### src/rtl/rx7_pkg.sv
package rx7_pkg;

    typedef enum logic [1:0] {
        AL_OFF     = 2'd0,
        AL_HUNT    = 2'd1,
        AL_CONFIRM = 2'd2,
        AL_LOCK    = 2'd3
    } al_state_e;

endpackage

### src/rtl/rx7_lane_shifter.sv
module rx7_lane_shifter #(
    parameter int LANES = 4,
    parameter int SLOTS = 7,
    localparam int WIDTH = LANES * SLOTS
) (
    input  logic             clk_bit,
    input  logic             rst_n,
    input  logic             clr,
    input  logic [LANES-1:0] lane_in,
    input  logic             lane_fclk,
    output logic [SLOTS-1:0] fclk_hist,
    output logic [WIDTH-1:0] word_asm
);

    always_ff @(posedge clk_bit) begin
        if (!rst_n || clr) begin
            fclk_hist <= '0;
        end else begin
            fclk_hist <= {fclk_hist[SLOTS-2:0], lane_fclk};
        end
    end

    for (genvar k = 0; k < LANES; k++) begin : g_lane
        logic [SLOTS-1:0] sh_q;

        always_ff @(posedge clk_bit) begin
            if (!rst_n || clr) begin
                sh_q <= '0;
            end else begin
                sh_q <= {sh_q[SLOTS-2:0], lane_in[k]};
            end
        end

        // oldest sample (slot 0) sits at the top of the shifter
        for (genvar i = 0; i < SLOTS; i++) begin : g_slot
            assign word_asm[k*SLOTS + i] = sh_q[SLOTS-1-i];
        end
    end

endmodule

### src/rtl/rx7_frame_aligner.sv
module rx7_frame_aligner
    import rx7_pkg::*;
#(
    parameter int              SLOTS   = 7,
    parameter logic [SLOTS-1:0] MARKER = 7'b1100011,
    localparam int             CW      = $clog2(SLOTS)
) (
    input  logic             clk_bit,
    input  logic             rst_n,
    input  logic             pwr_dn,
    input  logic [SLOTS-1:0] fclk_hist,
    output al_state_e        st_q,
    output al_state_e        st_nxt,
    output logic [CW-1:0]    cnt_nxt,
    output logic             frame_good,
    output logic             frame_bad
);

    localparam logic [CW-1:0] LAST_SLOT = CW'(SLOTS - 1);

    logic [CW-1:0] cnt_q;
    logic          marker_hit;
    logic          frame_end;
    logic          tracking;

    assign marker_hit = (fclk_hist == MARKER);
    assign frame_end  = (cnt_q == LAST_SLOT);
    assign tracking   = (st_q == AL_CONFIRM) || (st_q == AL_LOCK);
    assign frame_good = !pwr_dn && tracking && frame_end && marker_hit;
    assign frame_bad  = !pwr_dn && tracking && frame_end && !marker_hit;

    // state register
    always_ff @(posedge clk_bit) begin
        if (!rst_n) begin
            st_q  <= AL_HUNT;
            cnt_q <= '0;
        end else begin
            st_q  <= st_nxt;
            cnt_q <= cnt_nxt;
        end
    end

    // next-state logic
    always_comb begin
        st_nxt  = st_q;
        cnt_nxt = frame_end ? '0 : cnt_q + 1'b1;
        if (pwr_dn) begin
            st_nxt  = AL_OFF;
            cnt_nxt = '0;
        end else begin
            unique case (st_q)
                AL_OFF: begin
                    st_nxt  = AL_HUNT;
                    cnt_nxt = '0;
                end
                AL_HUNT: begin
                    cnt_nxt = '0;
                    if (marker_hit) begin
                        st_nxt = AL_CONFIRM;
                    end
                end
                AL_CONFIRM, AL_LOCK: begin
                    if (frame_end) begin
                        st_nxt = marker_hit ? AL_LOCK : AL_HUNT;
                    end
                end
            endcase
        end
    end

    AST_LOCK_VIA_CONFIRM: assert property (@(posedge clk_bit) disable iff (!rst_n)
        (st_q == AL_HUNT || st_q == AL_OFF) |=> (st_q != AL_LOCK));

    AST_DROP_ON_MISS: assert property (@(posedge clk_bit) disable iff (!rst_n)
        frame_bad |=> (st_q == AL_HUNT));

    AST_PD_TO_OFF: assert property (@(posedge clk_bit) disable iff (!rst_n)
        pwr_dn |=> (st_q == AL_OFF));

    AST_RELEASE_HUNTS: assert property (@(posedge clk_bit) disable iff (!rst_n)
        (st_q == AL_OFF && !pwr_dn) |=> (st_q == AL_HUNT));

endmodule

### src/rtl/rx7_word_assembler.sv
module rx7_word_assembler
    import rx7_pkg::*;
#(
    parameter int  WIDTH       = 28,
    parameter int  SLOTS       = 7,
    localparam int CW          = $clog2(SLOTS),
    localparam int STROBE_RISE = SLOTS / 2
) (
    input  logic             clk_bit,
    input  logic             rst_n,
    input  logic             pwr_dn,
    input  logic [WIDTH-1:0] word_asm,
    input  logic             frame_good,
    input  logic             frame_bad,
    input  al_state_e        st_q,
    input  al_state_e        st_nxt,
    input  logic [CW-1:0]    cnt_nxt,
    output logic [WIDTH-1:0] word_out,
    output logic             word_valid,
    output logic             strobe_out
);

    logic [WIDTH-1:0] stage_q;
    logic             stage_ok_q;

    // output process
    always_ff @(posedge clk_bit) begin
        if (!rst_n || pwr_dn) begin
            stage_q    <= '0;
            stage_ok_q <= 1'b0;
            word_out   <= '0;
            word_valid <= 1'b0;
            strobe_out <= 1'b0;
        end else begin
            if (frame_good) begin
                stage_q    <= word_asm;
                stage_ok_q <= 1'b1;
                if (st_q == AL_LOCK) begin
                    word_out   <= stage_q;
                    word_valid <= stage_ok_q;
                end
            end else if (frame_bad) begin
                stage_ok_q <= 1'b0;
                word_valid <= 1'b0;
            end
            strobe_out <= (st_nxt == AL_LOCK) && (cnt_nxt >= CW'(STROBE_RISE));
        end
    end

    AST_PD_OUT_LOW: assert property (@(posedge clk_bit) disable iff (!rst_n)
        pwr_dn |=> (word_out == '0 && !word_valid && !strobe_out));

    AST_VALID_NEEDS_LOCK: assert property (@(posedge clk_bit) disable iff (!rst_n)
        word_valid |-> (st_q == AL_LOCK));

    AST_WORD_HOLD: assert property (@(posedge clk_bit) disable iff (!rst_n)
        (!frame_good && !pwr_dn) |=> $stable(word_out));

    AST_STROBE_LOCKED: assert property (@(posedge clk_bit) disable iff (!rst_n)
        strobe_out |-> (st_q == AL_LOCK));

endmodule

### src/rtl/rx7_deser_top.sv
module rx7_deser_top
    import rx7_pkg::*;
#(
    parameter int               LANES  = 4,
    parameter int               SLOTS  = 7,
    parameter logic [SLOTS-1:0] MARKER = 7'b1100011,
    localparam int              WIDTH  = LANES * SLOTS,
    localparam int              CW     = $clog2(SLOTS)
) (
    input  logic             clk_bit,
    input  logic             rst_n,
    input  logic             pwr_dn,
    input  logic [LANES-1:0] lane_in,
    input  logic             lane_fclk,
    output logic [WIDTH-1:0] word_out,
    output logic             word_valid,
    output logic             strobe_out,
    output logic             locked
);

    logic [SLOTS-1:0] fclk_hist;
    logic [WIDTH-1:0] word_asm;
    al_state_e        st_q;
    al_state_e        st_nxt;
    logic [CW-1:0]    cnt_nxt;
    logic             frame_good;
    logic             frame_bad;

    rx7_lane_shifter #(.LANES(LANES), .SLOTS(SLOTS)) u_shift (
        .clk_bit   (clk_bit),
        .rst_n     (rst_n),
        .clr       (pwr_dn),
        .lane_in   (lane_in),
        .lane_fclk (lane_fclk),
        .fclk_hist (fclk_hist),
        .word_asm  (word_asm)
    );

    rx7_frame_aligner #(.SLOTS(SLOTS), .MARKER(MARKER)) u_align (
        .clk_bit    (clk_bit),
        .rst_n      (rst_n),
        .pwr_dn     (pwr_dn),
        .fclk_hist  (fclk_hist),
        .st_q       (st_q),
        .st_nxt     (st_nxt),
        .cnt_nxt    (cnt_nxt),
        .frame_good (frame_good),
        .frame_bad  (frame_bad)
    );

    rx7_word_assembler #(.WIDTH(WIDTH), .SLOTS(SLOTS)) u_asm (
        .clk_bit    (clk_bit),
        .rst_n      (rst_n),
        .pwr_dn     (pwr_dn),
        .word_asm   (word_asm),
        .frame_good (frame_good),
        .frame_bad  (frame_bad),
        .st_q       (st_q),
        .st_nxt     (st_nxt),
        .cnt_nxt    (cnt_nxt),
        .word_out   (word_out),
        .word_valid (word_valid),
        .strobe_out (strobe_out)
    );

    assign locked = (st_q == AL_LOCK);

endmodule

### config.mk
export PLATFORM = sky130hd
export DESIGN_NAME = rx7_deser_top
export DESIGN_NICKNAME = d
export VERILOG_FILES = /design/src/rtl/rx7_pkg.sv /design/src/rtl/rx7_lane_shifter.sv /design/src/rtl/rx7_frame_aligner.sv /design/src/rtl/rx7_word_assembler.sv /design/src/rtl/rx7_deser_top.sv
export SDC_FILE = /design/constraint.sdc
export NUM_CORES = 1
export LEC_CHECK = 0
export CAP_MARGIN = 20
export CORE_UTILIZATION = 59
export DETAILED_ROUTE_END_ITERATION = 12
export PLACE_DENSITY = 0.83
export SKIP_CTS_REPAIR_TIMING = 1
export SYNTH_ARGS = -nofsm -noshare
export SYNTH_HDL_FRONTEND = slang
export SYNTH_SLANG_ARGS = --single-unit
### constraint.sdc
create_clock -name clk_bit -period 3.81 [get_ports clk_bit]
set_clock_uncertainty 0.15 [all_clocks]
set_input_delay 0.762 -clock clk_bit [delete_from_list [all_inputs] [get_ports clk_bit]]
set_output_delay 0.762 -clock clk_bit [all_outputs]
set_load 0.02 [all_outputs]
# After elaboration in Yosys (flattened, before gate mapping)
# Cells that the tools add are included.
# classes
n_reduce_logical,16
addsub,1
magnitude_cmp,1
n_mux,12
n_eq_ne,7
# op_table
operator,count
2-to-1 mux 3 bit,3
2-to-1 mux 2 bit,4
== test 7 bit (second input constant),1
== test 2 bit (second input constant),3
one-hot mux 2 bit (3 select lines),1
logical AND 1 bit,5
2-to-1 mux 1 bit,4
AND reduction 2 bit,2
OR reduction 2 bit,2
adder 3 x 1 -> 3 bit (second input constant),1
== test 3 bit (second input constant),1
>= comparator 3 x 2 -> 1 bit (second input constant),1
zero test 1 bit,3
== test 2 x 1 -> 1 bit (second input constant),1
zero test 2 bit,1
logical OR 1 bit,2
inequality test 2 bit (second input constant),1
nonzero test 2 bit,1
# word_totals
word_cells,49
reg_bits,99
inputBits,8
output_inout_bits,31

# Longest topological paths before layout
# depth
ltp_word,7
ltp_mapped,6
mapped_depth_nobuf,3

# By module
# A second synthesis with hierarchy kept.
# hier_totals
cells_unflattened,339
area_unflattened_um2,3455.8
# modules_own_cells
module,area_each_um2,cells_each,n_inst,seq_area_each_um2
rx7_word_assembler,2074.5,228,1,1181.1
rx7_lane_shifter,1081.0,76,1,700.7
rx7_frame_aligner,294.0,34,1,100.1
rx7_deser_top,6.3,1,1,0.0

# Worst setup path after synthesis
# OpenSTA, ideal clock, no wires.
# synth_path
path_kind,input port to flip-flop
from,input pwr_dn
to,register u_asm.word_out[10]
arrival_ns,1.640
slack_ns,1.949
path_stages,5
required_time_ns,3.588
setup_time_ns,0.072
path_buffers,2
cell_sequence,and3b_1 > and4_1 > buf_4 > buf_6 > mux2i_1
# synth_via
elab_chain_len,5
word_cells_on_any_way,6
classes_between,reduce/logical (6)
# synth_rtl
element,line,text
from (decl),rx7_deser_top.sv:12,"input logic pwr_dn,"
zero test 1 bit,rx7_frame_aligner.sv:29,assign frame_good = !pwr_dn && tracking && frame_end && marker_hit;
logical AND 1 bit (3 in a row),rx7_frame_aligner.sv:29,
AND reduction 2 bit (no source line),-,
to (signal assigned),rx7_word_assembler.sv:39,word_out <= stage_q;
to (decl),rx7_word_assembler.sv:18,"output logic [WIDTH-1:0] word_out,"
# Parallel ways exist; a longest one is shown, timed or not.
# A chain may end at the register's enable or synchronous reset.

# Worst setup path in the final report
# layout_path
from,register u_align.st_q[1]
to,output locked
# layout_via
elab_chain_len,1
# layout_rtl
element,line,text
from (decl),rx7_frame_aligner.sv:12,"output al_state_e st_q,"
from (signal assigned),rx7_frame_aligner.sv:38,st_q <= st_nxt;
== test 2 bit,rx7_deser_top.sv:66,assign locked = (st_q == AL_LOCK);
to (decl),rx7_deser_top.sv:18,output logic locked
# No other way between the ends.

==> impl_results.md <==
- IO buf count: 38
- Worst-path cell chain: and2_1 -> clkdlybuf4s50_1
- Initial antenna violation count: 0
- R2r endpoint: u_asm.word_out[9]
- Row cnt: 27
- Pre-CTS setup slack: 997.6 ps
- Worst Path Max Fanout: 8
- Largest net degree at the start of global routing: 43
- Worst vdd ir: 0.0003507 V
- Synth Instances: 330
- Fmax: 0.4027 GHz
- Antenna diodes: 0
- Die ar.: around 6100 um2
- Area Overhead vs Synth: 17.21%
- Final Slew Violations: 0
- Post-route non-filler standard cell count: 442
- Yosys warns: 0
- Routed WL: around 5400 um
- Post-synth top cells: dfxtp_1 (99), nand2_1 (87), mux2i_1 (56), inv_1 (27), and2_1 (12)
- Cell taking the most area after synthesis: dfxtp_1
- ANT nets after route: 0
- Worst hold-check path type: flip-flop to flip-flop
- Power per cell area: ~430 nW/um2
- DRT iter0 DRCs: 55
- Post-synth EDFFs: 0
- TNS Setup: 0 ps
- Setup violations, final: 0
- R2r worst-path depth: 4
- Synth top area share: 58.26%
- Total Nets Final: 373
- Run status: finished, final reports clean
- Critical-path top delay cell: clkdlybuf4s50_1
- Top_reg_cell synth: dfxtp_1
- Hpwl dp: ~3600 um
- Least-Margin Pin Slew: 542.8 ps
- Fin. Hold Viols: 0
- Cell Area, Placed: about 3800 um2
- Placed cells: roughly 430
- Syn Nets: around 340
- Ports: 39
- CTS tree: done
- Layout cells sized above 1: 6.757%
- Clk sink count: 99
- Area contributors post-synth: dfxtp_1 (58%), mux2i_1 (16%), nand2_1 (9.6%)
- CP endpoint kind: output pin
- DRC violations left: 0
- Worst slew margin: 63.81%
- Hold Path End: u_shift.g_lane[2].sh_q[4]
- Crit path required time: 2900 ps
- Tot GR Track Use: 19.68%
- Count leader, synth: dfxtp_1
- Crit Path Class: flip-flop to output pin
- Drt via density: 4.932
- Die W: 77.94 um
- Initial Utilization: 61.40%
- Max Cap Viol: 0
- Syn Area/Cell: 10.31 um2
- CTS clk-pin slew, worst paths: 90 ps
- P_leak: 0.001575 uW
- Flop2flop setup slack: 1820 ps
- Setup WS post-layout: between 1000 and 1500 ps
- RePlAce Congestion: 0.7095
- DRT Pass-1 Iters: 4
- Core ar.: 5540 um2
- H-Tree Depth: 3
- Synth cell types: 30
- CTS Root Cell: clkbuf_8
- Vias in the first global route: approximately 2.1k
- Post-route cell area: 3988 um2
- WP buf/inv: 1
- Via Count: 2180
- Sequential share of the synthesized area: about three fifths
- Die span in y: 77.94 um
- Hold Crit Depth: 2
- Crit-path max cell delay: 600 ps
- Tcrit/Tclk final: between 60% and 70%
- Tmin final: ~2500 ps
- First-pass GRT wire length: approximately 9300 um
- Critical Path AT: 1570 ps
- Gr ovfl total: 0
- Mapped Area: between 3000 and 4000 um2
- Critical R2R Launch: u_align.cnt_q[2]
- CTS max path bufs: 2
- Ys async rst share: 0%
- Worst hold start: u_shift.g_lane[2].sh_q[3]
- Startpoint types: flip-flop
- CTS buffer count: 9
- Delay-heaviest family, CP: buffers and inverters
- Latest clock arrival within the worst-skew pair: 340 ps
- Yosys reg bits: 99
- Avg WL per Cell: 12.12 um
- RSZ-0062 raised after global routing: no
- Fin util: a little under three quarters
## power by group
group / switching (uW) / internal [uW] / leakage, uW / total, uW
registers: 1.97 / 1040 / 0.000798 / 1040
logic: 17.9 / 12.5 / 0.000672 / 30.5
clock network: 321 / 316 / 0.000106 / 637
total: 341 / 1370 / 0.00158 / 1710
## worst max-delay path by stage
stage                                from            endpoint  depth (start not counted)
after CTS                 u_align.st_q[1]              locked                          2
after detailed placement           pwr_dn   u_asm.word_out[9]                          5
final                     u_align.st_q[1]              locked                          2
after floorplan                    pwr_dn  u_asm.word_out[10]                          5
after global placement             pwr_dn   u_asm.word_out[3]                          5
after global routing      u_align.st_q[1]              locked                          2
## layer usage
metal	GRT usage (%)	routed length (um)
met1	23.26	2435
met2	34.16	2665
met3	5.529	202
met4	6.852	55
met5	0	0
## stage by stage
| stage | total power [uW] | hold slack (ps) |
|---|---|---|
| after floorplan | 1081 | 254.0 |
| after global placement | 1094 | 262.1 |
| after detailed placement | 1095 | 267.5 |
| after CTS | 1727 | 284.4 |
| after global routing | 1776 | 305.0 |
| final | 1707 | 282.0 |
## cell usage in the layout (no fill, tap or decap)
cell,n
a211oi_1,2
a21boi_0,1
a21oi_1,4
a31o_2,1
and2_1,12
and3b_1,3
and4_2,1
and4_4,1
and4b_1,2
and4bb_2,1
buf_12,1
buf_4,3
bufinv_16,1
clkbuf_8,10
clkdlybuf4s50_1,38
clkinv_2,5
dfxtp_1,99
inv_1,27
mux2i_1,56
nand2_1,87
nand2b_1,2
nand3b_1,2
nand4_1,2
nor2_1,1
nor2b_1,1
nor2b_4,1
nor3b_1,1
nor4bb_1,1
o21a_1,1
o21ai_0,2
o22ai_1,1
## sequential cells by signal (all words and copies together) (netlist names)
name / cells
u_shift.g_lane.sh_q: 28
u_asm.word_valid: 1
u_shift.fclk_hist: 7
u_asm.stage_ok_q: 1
u_asm.stage_q: 28
u_align.cnt_q: 3
u_align.st_q: 2
u_asm.word_out: 28
u_asm.strobe_out: 1
## cells by family (layout without fill, tap and decap cells)
group	count (synthesis)	after routing	synth area share, %
flip-flops	99	99	58.26
AND/OR/NAND/NOR	118	118	16.29
buffers and inverters	45	85	6.767
multiplexers	56	56	16.48
AO/OA/AOI/OAI	12	12	2.207
## cell type report
class                           instances  area (um2)
Inverter                               27       101.3
Clock buffer                           10       137.6
Clock inverter                          6       55.05
Timing Repair Buffer                   42       422.9
Fill cell                             424        1553
Sequential cell                        99        1982
Tap cell                               72       90.09
Multi-Input combinational cell        186        1199
## tightest hold or removal path, delay by kind of cell (launching register included)
kind | cells | cell delay [ps]
buffers and inverters | 1 | 50
flip-flops | 1 | 310
AND/OR/NAND/NOR | 1 | 60
No activity file was read; power rests on OpenSTA's default activity.
